<file path="config.mk">
export PLATFORM = sky130hd
export DESIGN_NAME = cmdsem_ctrl
export DESIGN_NICKNAME = d
export VERILOG_FILES = /design/src/rtl/cmdsem_pkg.sv /design/src/rtl/cmdsem_hostif.sv /design/src/rtl/cmdsem_arbiter.sv /design/src/rtl/cmdsem_exec.sv /design/src/rtl/cmdsem_ctrl.sv
export SDC_FILE = /design/constraint.sdc
export NUM_CORES = 1
export LEC_CHECK = 0
export BUFFER_PORTS_ARGS = -buffer_cell sky130_fd_sc_hd__buf_4
export CORE_UTILIZATION = 25
export CTS_BUF_LIST = sky130_fd_sc_hd__clkbuf_2
export DETAILED_ROUTE_END_ITERATION = 12
export GPL_TIMING_DRIVEN = 0
export SYNTH_ARGS = -nofsm -noshare
export SYNTH_HDL_FRONTEND = slang
export SYNTH_SLANG_ARGS = --single-unit
</file>
<file path="constraint.sdc">
create_clock -name clk -period 2 [get_ports clk]
set_clock_uncertainty 0.15 [all_clocks]
set_input_delay 0.2 -clock clk [delete_from_list [all_inputs] [get_ports clk]]
set_output_delay 0.2 -clock clk [all_outputs]
set_load 0.01 [all_outputs]
</file>
<file path="src/rtl/cmdsem_pkg.sv">
// Package: shared types for the command semaphore controller.
// Holds the sequencer owner encoding and the fixed-priority pick used by
// the arbiter. Assumes exactly three requesters plus an idle state.
package cmdsem_pkg;

    typedef enum logic [1:0] {
        OWN_IDLE = 2'd0,
        OWN_RFSH = 2'd1,
        OWN_CMD  = 2'd2,
        OWN_SVC  = 2'd3
    } owner_e;

    // Fixed priority among free-running requests: refresh, command, service.
    function automatic owner_e pick_owner(input logic rfsh, input logic cmd, input logic svc);
        if (rfsh)     return OWN_RFSH;
        else if (cmd) return OWN_CMD;
        else if (svc) return OWN_SVC;
        else          return OWN_IDLE;
    endfunction

endpackage

</file>
<file path="src/rtl/cmdsem_hostif.sv">
// Module: host side of the controller.
// Captures a command when the semaphore is clear, raises the semaphore,
// records a sticky overrun on writes while busy, and clears the semaphore
// with a one-cycle done strobe when the executor reports completion.
// Assumes finish is only asserted while busy is set.
module cmdsem_hostif #(
    parameter int OP_W = 4,
    parameter int CH_W = 2
) (
    input  logic            clk,
    input  logic            rst_n,
    input  logic            host_wr,
    input  logic [OP_W-1:0] host_op,
    input  logic [CH_W-1:0] host_ch,
    input  logic            finish,
    output logic            busy,
    output logic            overrun,
    output logic            done,
    output logic [OP_W-1:0] cur_op,
    output logic [CH_W-1:0] cur_ch
);

    logic accept;

    // Decide whether this cycle's write is taken.
    always_comb begin
        accept = host_wr && !busy;
    end

    // Semaphore: set by an accepted write, cleared on completion.
    always_ff @(posedge clk) begin
        if (!rst_n) begin
            busy <= 1'b0;
        end else if (finish) begin
            busy <= 1'b0;
        end else if (accept) begin
            busy <= 1'b1;
        end
    end

    // Command holding register, loaded only by an accepted write.
    always_ff @(posedge clk) begin
        if (!rst_n) begin
            cur_op <= '0;
            cur_ch <= '0;
        end else if (accept) begin
            cur_op <= host_op;
            cur_ch <= host_ch;
        end
    end

    // Sticky overrun on any write that finds the semaphore set.
    always_ff @(posedge clk) begin
        if (!rst_n) begin
            overrun <= 1'b0;
        end else if (host_wr && busy) begin
            overrun <= 1'b1;
        end
    end

    // Completion strobe, aligned with the semaphore falling.
    always_ff @(posedge clk) begin
        if (!rst_n) begin
            done <= 1'b0;
        end else begin
            done <= finish;
        end
    end

endmodule

</file>
<file path="src/rtl/cmdsem_arbiter.sv">
// Module: fixed-priority owner register for the shared sequencer.
// Refresh beats a pending command, which beats channel service. A service
// owner keeps the sequencer while its request stays high; a command owner
// yields to refresh and re-arbitrates on completion.
// Assumes cmd_pend is the registered semaphore and finish the executor's
// completion for the current cycle.
module cmdsem_arbiter
    import cmdsem_pkg::*;
(
    input  logic   clk,
    input  logic   rst_n,
    input  logic   rfsh_req,
    input  logic   svc_req,
    input  logic   cmd_pend,
    input  logic   finish,
    output owner_e owner
);

    owner_e nxt_owner;
    owner_e free_pick;
    logic   cmd_wants;

    // Next owner: a holding service is sticky, everything else re-picks.
    always_comb begin
        cmd_wants = cmd_pend && !finish;
        free_pick = pick_owner(rfsh_req, cmd_wants, svc_req);
        case (owner)
            OWN_SVC: nxt_owner = svc_req ? OWN_SVC : free_pick;
            default: nxt_owner = free_pick;
        endcase
    end

    // Owner register.
    always_ff @(posedge clk) begin
        if (!rst_n) begin
            owner <= OWN_IDLE;
        end else begin
            owner <= nxt_owner;
        end
    end

endmodule

</file>
<file path="src/rtl/cmdsem_exec.sv">
// Module: per-opcode execution timer.
// Counts cycles in which the command owns the sequencer. It holds its count
// while preempted and signals finish in the last run cycle. The hunt opcode
// runs HUNT_LEN cycles and all others STD_LEN. Assumes op is stable while
// a command is held.
module cmdsem_exec #(
    parameter int          OP_W     = 4,
    parameter logic [OP_W-1:0] HUNT_OP = 4'd3,
    parameter int          HUNT_LEN = 41,
    parameter int          STD_LEN  = 19
) (
    input  logic            clk,
    input  logic            rst_n,
    input  logic            run,
    input  logic [OP_W-1:0] op,
    output logic            finish
);

    localparam int MAX_LEN = (HUNT_LEN > STD_LEN) ? HUNT_LEN : STD_LEN;
    localparam int CNT_W   = $clog2(MAX_LEN + 1);

    logic [CNT_W-1:0] elapsed;
    logic [CNT_W-1:0] last_idx;

    // Last cycle index for the held opcode.
    always_comb begin
        last_idx = (op == HUNT_OP) ? CNT_W'(HUNT_LEN - 1) : CNT_W'(STD_LEN - 1);
        finish   = run && (elapsed == last_idx);
    end

    // Run-cycle counter: advance while running, hold while preempted.
    always_ff @(posedge clk) begin
        if (!rst_n) begin
            elapsed <= '0;
        end else if (finish) begin
            elapsed <= '0;
        end else if (run) begin
            elapsed <= elapsed + 1'b1;
        end
    end

endmodule

</file>
<file path="src/rtl/cmdsem_ctrl.sv">
// Module: top of the command semaphore execution controller.
// Connects the host register, the execution timer and the three-way
// sequencer arbiter, and brings out grants and the completion report.
// Assumes the refresh and service requesters hold their requests for as
// long as they need the sequencer.
module cmdsem_ctrl #(
    parameter int              OP_W     = 4,
    parameter int              CH_W     = 2,
    parameter logic [OP_W-1:0] HUNT_OP  = 4'd3,
    parameter int              HUNT_LEN = 41,
    parameter int              STD_LEN  = 19
) (
    input  logic            clk,
    input  logic            rst_n,
    input  logic            host_wr,
    input  logic [OP_W-1:0] host_op,
    input  logic [CH_W-1:0] host_ch,
    output logic            busy_flag,
    output logic            overrun,
    output logic            done_pulse,
    output logic [OP_W-1:0] done_op,
    output logic [CH_W-1:0] done_ch,
    input  logic            rfsh_req,
    output logic            rfsh_gnt,
    input  logic            svc_req,
    output logic            svc_gnt,
    output logic            cmd_run
);

    import cmdsem_pkg::*;

    owner_e          owner;
    logic            finish;
    logic [OP_W-1:0] cur_op;
    logic [CH_W-1:0] cur_ch;

    cmdsem_hostif #(.OP_W(OP_W), .CH_W(CH_W)) u_host (
        .clk     (clk),
        .rst_n   (rst_n),
        .host_wr (host_wr),
        .host_op (host_op),
        .host_ch (host_ch),
        .finish  (finish),
        .busy    (busy_flag),
        .overrun (overrun),
        .done    (done_pulse),
        .cur_op  (cur_op),
        .cur_ch  (cur_ch)
    );

    cmdsem_exec #(
        .OP_W     (OP_W),
        .HUNT_OP  (HUNT_OP),
        .HUNT_LEN (HUNT_LEN),
        .STD_LEN  (STD_LEN)
    ) u_exec (
        .clk    (clk),
        .rst_n  (rst_n),
        .run    (cmd_run),
        .op     (cur_op),
        .finish (finish)
    );

    cmdsem_arbiter u_arb (
        .clk      (clk),
        .rst_n    (rst_n),
        .rfsh_req (rfsh_req),
        .svc_req  (svc_req),
        .cmd_pend (busy_flag),
        .finish   (finish),
        .owner    (owner)
    );

    // Decode the owner into the outward grants and the run indication.
    always_comb begin
        rfsh_gnt = (owner == OWN_RFSH);
        svc_gnt  = (owner == OWN_SVC);
        cmd_run  = (owner == OWN_CMD);
        done_op  = cur_op;
        done_ch  = cur_ch;
    end

endmodule

</file>
=== After elaboration in Yosys (flattened, before gate mapping) ===
Cells that the tools add are included.

* Flip-flop bits (word level): 17
* Output and inout port bits: 12

* Add/subtract/negate cells: 1
* Muxes and demuxes: 6
* Equal/unequal tests: 5
* Bitwise gates (word level): 1
* Reduce and logical (&&, ||, !) cells: 7

{| class="wikitable"
|+ Operators by type and width
! operator !! count
|-
| $mux W2 || 5
|-
| $add A6 B1 Y6 const B || 1
|-
| $eq A6 B6 Y1 || 1
|-
| $mux W6 || 1
|-
| $eq A2 B2 Y1 const B || 2
|-
| $eq A4 B2 Y1 const B || 1
|-
| $logic_and A1 B1 Y1 || 4
|-
| $eq A2 B1 Y1 const B || 1
|-
| $logic_not A1 Y1 || 2
|-
| $reduce_or A2 Y1 || 1
|-
| $not A1 Y1 || 1
|}

=== Depth between registers and ports, before layout ===
* Word-level depth: 10
* Gate-level depth with buffers: 5
* Gate-level depth less buffers: 5

=== Modules after synthesis ===
Synthesis repeated with hierarchy kept, for this count alone.

* Cell total of the unflattened synthesis: 81
* Area total of the unflattened synthesis: 823.3 µm²

{| class="wikitable"
|+ Modules (own cells, without submodules)
! module !! area an instance (µm²) !! cells each !! times used
|-
| cmdsem_exec || 352.8 || 33 || 1
|-
| cmdsem_hostif || 350.3 || 35 || 1
|-
| cmdsem_arbiter || 97.6 || 10 || 1
|-
| cmdsem_ctrl || 22.5 || 3 || 1
|}

=== Worst setup path after synthesis ===
Ideal clock, no wire load.

* Kind: flip-flop to flip-flop
* Start point: reg u_host.cur_op[2]
* End point: reg u_arb.owner[0]
* Slack: 0.409 ns
* Arrival time: 1.364 ns
* Data required time: 1.773 ns
* Cell stages (with the launch flop): 5
* Library setup time: 0.077 ns
* Cell sequence: dfxtp_1 -> and4bb_1 -> mux2i_1 -> or4_4 -> a41oi_2

* Longest elaborated chain between the ends: 10

{| class="wikitable"
|+ RTL lines
! element !! RTL line !! RTL
|-
| from (decl) || cmdsem_hostif.sv:19 || <nowiki>output logic [OP_W-1:0] cur_op,</nowiki>
|-
| from (signal assigned) || cmdsem_hostif.sv:47 || <nowiki>cur_op <= host_op;</nowiki>
|-
| $eq A4 B2 Y1 (*) || cmdsem_exec.sv:27 || <nowiki>last_idx = (op == HUNT_OP) ? CNT_W'(HUNT_LEN - 1) : CNT_W'(STD_LEN - 1);</nowiki>
|-
| $mux W6 (*) || cmdsem_exec.sv:27 ||
|-
| $eq A6 B6 Y1 (*) || cmdsem_exec.sv:28 || <nowiki>finish = run && (elapsed == last_idx);</nowiki>
|-
| $logic_and A1 B1 Y1 (*) || cmdsem_exec.sv:28 ||
|-
| $logic_not A1 Y1 (*) || cmdsem_arbiter.sv:25 || <nowiki>cmd_wants = cmd_pend && !finish;</nowiki>
|-
| $logic_and A1 B1 Y1 (*) || cmdsem_arbiter.sv:25 ||
|-
| $mux W2 (*) || cmdsem_pkg.sv:16 || <nowiki>else if (cmd) return OWN_CMD;</nowiki>
|-
| $mux W2 (*) || cmdsem_pkg.sv:15 || <nowiki>if (rfsh) return OWN_RFSH;</nowiki>
|-
| $mux W2 || cmdsem_arbiter.sv:28 || <nowiki>OWN_SVC: nxt_owner = svc_req ? OWN_SVC : free_pick;</nowiki>
|-
| $mux W2 (*) || cmdsem_arbiter.sv:27 || <nowiki>case (owner)</nowiki>
|-
| to (signal assigned) || cmdsem_arbiter.sv:38 || <nowiki>owner <= nxt_owner;</nowiki>
|-
| to (decl) || cmdsem_arbiter.sv:16 || <nowiki>output owner_e owner</nowiki>
|}

Mark *: on every way between the ends. The rest lies on a longest branch, timed or not.
A chain may end at the register's enable or synchronous reset.

=== Final worst setup path ===
* Start point: reg u_exec.elapsed[3]
* End point: reg u_arb.owner[0]

* Longest elaborated chain between the ends: 8

{| class="wikitable"
|+ RTL lines
! element !! RTL line !! RTL
|-
| from (decl) || cmdsem_exec.sv:22 || <nowiki>logic [CNT_W-1:0] elapsed;</nowiki>
|-
| from (signal assigned) || cmdsem_exec.sv:38 || <nowiki>elapsed <= elapsed + 1'b1;</nowiki>
|-
| $eq A6 B6 Y1 (*) || cmdsem_exec.sv:28 ||
|-
| $logic_and A1 B1 Y1 (*) || cmdsem_exec.sv:28 ||
|-
| $logic_not A1 Y1 (*) || cmdsem_arbiter.sv:25 ||
|-
| $logic_and A1 B1 Y1 (*) || cmdsem_arbiter.sv:25 ||
|-
| $mux W2 (*) || cmdsem_pkg.sv:16 ||
|-
| $mux W2 (*) || cmdsem_pkg.sv:15 ||
|-
| $mux W2 || cmdsem_arbiter.sv:28 ||
|-
| $mux W2 (*) || cmdsem_arbiter.sv:27 ||
|}

Marks and branches as above.

==> flow_summary.yaml <==
power_and_ir_drop:
  ir_drop_v: 0.000382
  p_total_mw: 0.626
  p_leak_nw: 0.460
  powerDensity_mw_per_mm2: 610
global_route:
  grt_start_max_net_pins: 11
  antenna_found_initial: 0
  grt.overflow.total: 0
  grt_pass1_vias: 566
  grt_pass1_wl_um: 2330
  grt_usage_pct: 9.51
drt:
  wl_met1_um: 678
  top_layer_used: "met4"
  drt_iter0_drc: 4
  wl_met3_um: 59
  vias_per_cell: 4.36
  drc: 0
  antenna_left: 0
  drt_wl_total_um: 1390
  dr_total_vias: 601
  wl_per_cell_um: 10.1
  met2_wirelength_um: 633
  first_pass_iters: 4
synth:
  syn_avg_cell_area_um2: 9.91
  yosys_warnings: 0
  synthTopCellsByCount: "17 x dfxtp_1, 15 x nor2_1, 7 x mux2i_1"
  synth_seq_cells: 17
  synthesis.nets: 85
  synth.most_common_cell: "dfxtp_1"
  synthArstFlopShare_pct: 0
  ys_types: 23
  syn_inst: 73
  synth_edf_count: 0
  netlist_area_um2: 723
  synth_ff_type: "dfxtp_1"
  synth_top_area_share_pct: 47.1
  synth_top_area_cell: "dfxtp_1"
  yosys-top-cells-area: "dfxtp_1 47%, mux2i_1 9.7%, nor2_1 7.8%"
  ys_seq_area_share_pct: 47.1
clock_tree:
  clock-sinks: 17
  worstSkewPairLatency_ns: 0.29
  cts_tree: "done"
  clockRootBuffer: "clkbuf_2"
  clkTransAtPathRegs_ns: 0.17
  h-tree-depth: 1
  cts_buffers: 3
  cts_resized: 0
  clockBufferDepth: 2
final_layout:
  fin_nets: 120
  drive_gt1_share_pct: 29.9
  area_delta_synth_final_pct: 42.0
  nFillCells: 282
  antennaDiodeCount: 0
  fin_cells: 138
placement:
  dp_cells: 126
  place_congestion: 0.717
  dpl.hpwl_um: 1030
  io_buffers: 22
die:
  dieWidth_um: 55.8
  die_h_um: 55.8
  start_util_pct: 26.2
  core_mm2: 0.00276
  pin_count: 23
  rows: 19
  die_area_mm2: 0.00311
worst_setup_path:
  critPathCaptureType: "register"
  crit_slowest_cell: "or4_4"
  cp_num_buf_inv: 0
  cp.arrival_ns: 1.75
  crit_type: "register to register"
  slowest_delay_ns: 0.45
  required_ns: 2.08
  cpLargestDelayFamily: "simple AND/OR/NAND/NOR gates"
  worstPathCellList: "and4bb_1, mux2i_1, or4_4, a41oi_2"
  path_max_fanout: 5
  cp-start-kind: "register"
run:
  maxCapViolations: 0
sta:
  min_period_ns: 1.66
  slew_headroom_pct: 66.1
  fmax_mhz: 602
  tns_ns: 0
  setup_viol_count_final: 0
  rsz0062_at_grt: "false"
  finalCritPeriodShare_pct: 83.1
  drv_slew: 0
  finalHoldViolCount: 0
  hold_ws_ns: 0.0322
  worst_slew_pin_slew_ns: 0.507
worst_hold_path:
  min_path_type: "primary input to register"
run_status:
  outcome: "completed"
==> layout by cell type, fill, tap and decap left out, drive strengths merged <==
master and instances:
or4 1, nand2 6, inv 4, and4bb 3
a41oi 1, dlygate4sd3 8, o21ai 2, clkbuf 4
nand4 2, ha 1, a21oi 2, and3 1
dfxtp 17, o211ai 1, nor2 15, o41ai 1
or2b 1, nor2b 2, xnor2 1, buf 22
xor2 4, clkinv 1, mux2i 7
==> stage by stage <==
step | util, % | worst slack [ns] | area [um^2]
after global placement | 33.6 | 0.366 | 927
after global routing | 37.3 | 0.183 | 1030
after floorplan | - | 0.409 | 723
final | 37.3 | 0.338 | 1030
after CTS | 37.3 | 0.311 | 1030
after detailed placement | 33.6 | 0.345 | 927
==> report_power, final <==
| part | switching (mW) | leakage [nW] | internal (mW) |
|---|---|---|---|
| logic | 0.0441 | 0.304 | 0.0593 |
| registers | 0.0134 | 0.139 | 0.354 |
| clock network | 0.110 | 0.0164 | 0.0453 |
==> layout make-up <==
cell class                      instances  area (um^2)  share of cell area, %
Multi-Input combinational cell         51          364                   35.4
Clock inverter                          1         5.00                  0.487
Clock buffer                            3         15.0                   1.46
Timing Repair Buffer                   30          245                   23.9
Tap cell                               31         38.8                   3.78
Sequential cell                        17          340                   33.1
Inverter                                4         15.0                   1.46
Buffer                                  1         3.75                  0.365
==> cell families (layout without fill, tap and decap cells) <==
family                   after synthesis  in the layout  synth area share (%)
multiplexers                           7              7                  9.69
XOR/XNOR                               5              5                  6.06
flip-flops                            17             17                  47.1
buffers and inverters                  5             39                  2.60
AND/OR/NAND/NOR                       31             31                  23.0
adder cells (fa/ha/maj)                1              1                  1.73
AO/OA/AOI/OAI                          7              7                  9.86
==> sequential cells by signal (all words and copies together), names as in the netlist <==
register        count
u_host.done         1
u_host.cur_ch       2
u_host.busy         1
u_host.cur_op       4
u_host.overrun      1
u_exec.elapsed      6
u_arb.owner         2
==> routing by layer <==
metal | vias to the layer above | GRT usage, %
li1 | 317 | -
met3 | 2 | 2.33
met5 | - | 0
met4 | 0 | 4.29
met2 | 16 | 15.8
met1 | 266 | 11.6
==> what timing repair did <==
item / in CTS / in global routing
setup buffers: 0 / 0
hold buffers: 8 / 0
endpoints found under the hold margin: 9 / 0
==> path summary, 6_finish.rpt <==
check,start,endpoint,slack [ns],cells after the start
setup reg to reg,u_exec.elapsed[3],u_arb.owner[0],0.34,4
setup / recovery,u_exec.elapsed[3],u_arb.owner[0],0.34,4
hold reg to reg,u_host.overrun,u_host.overrun,0.35,2
hold / removal,rfsh_req,u_arb.owner[1],0.03,4
==> tightest hold or removal path, delay by kind of cell <==
kind / cells / cell delay, ns
compound gates: 1 / 0.05
buf+inv: 2 / 0.13
simple gates: 1 / 0.06
No activity file was read; power rests on OpenSTA's default activity.
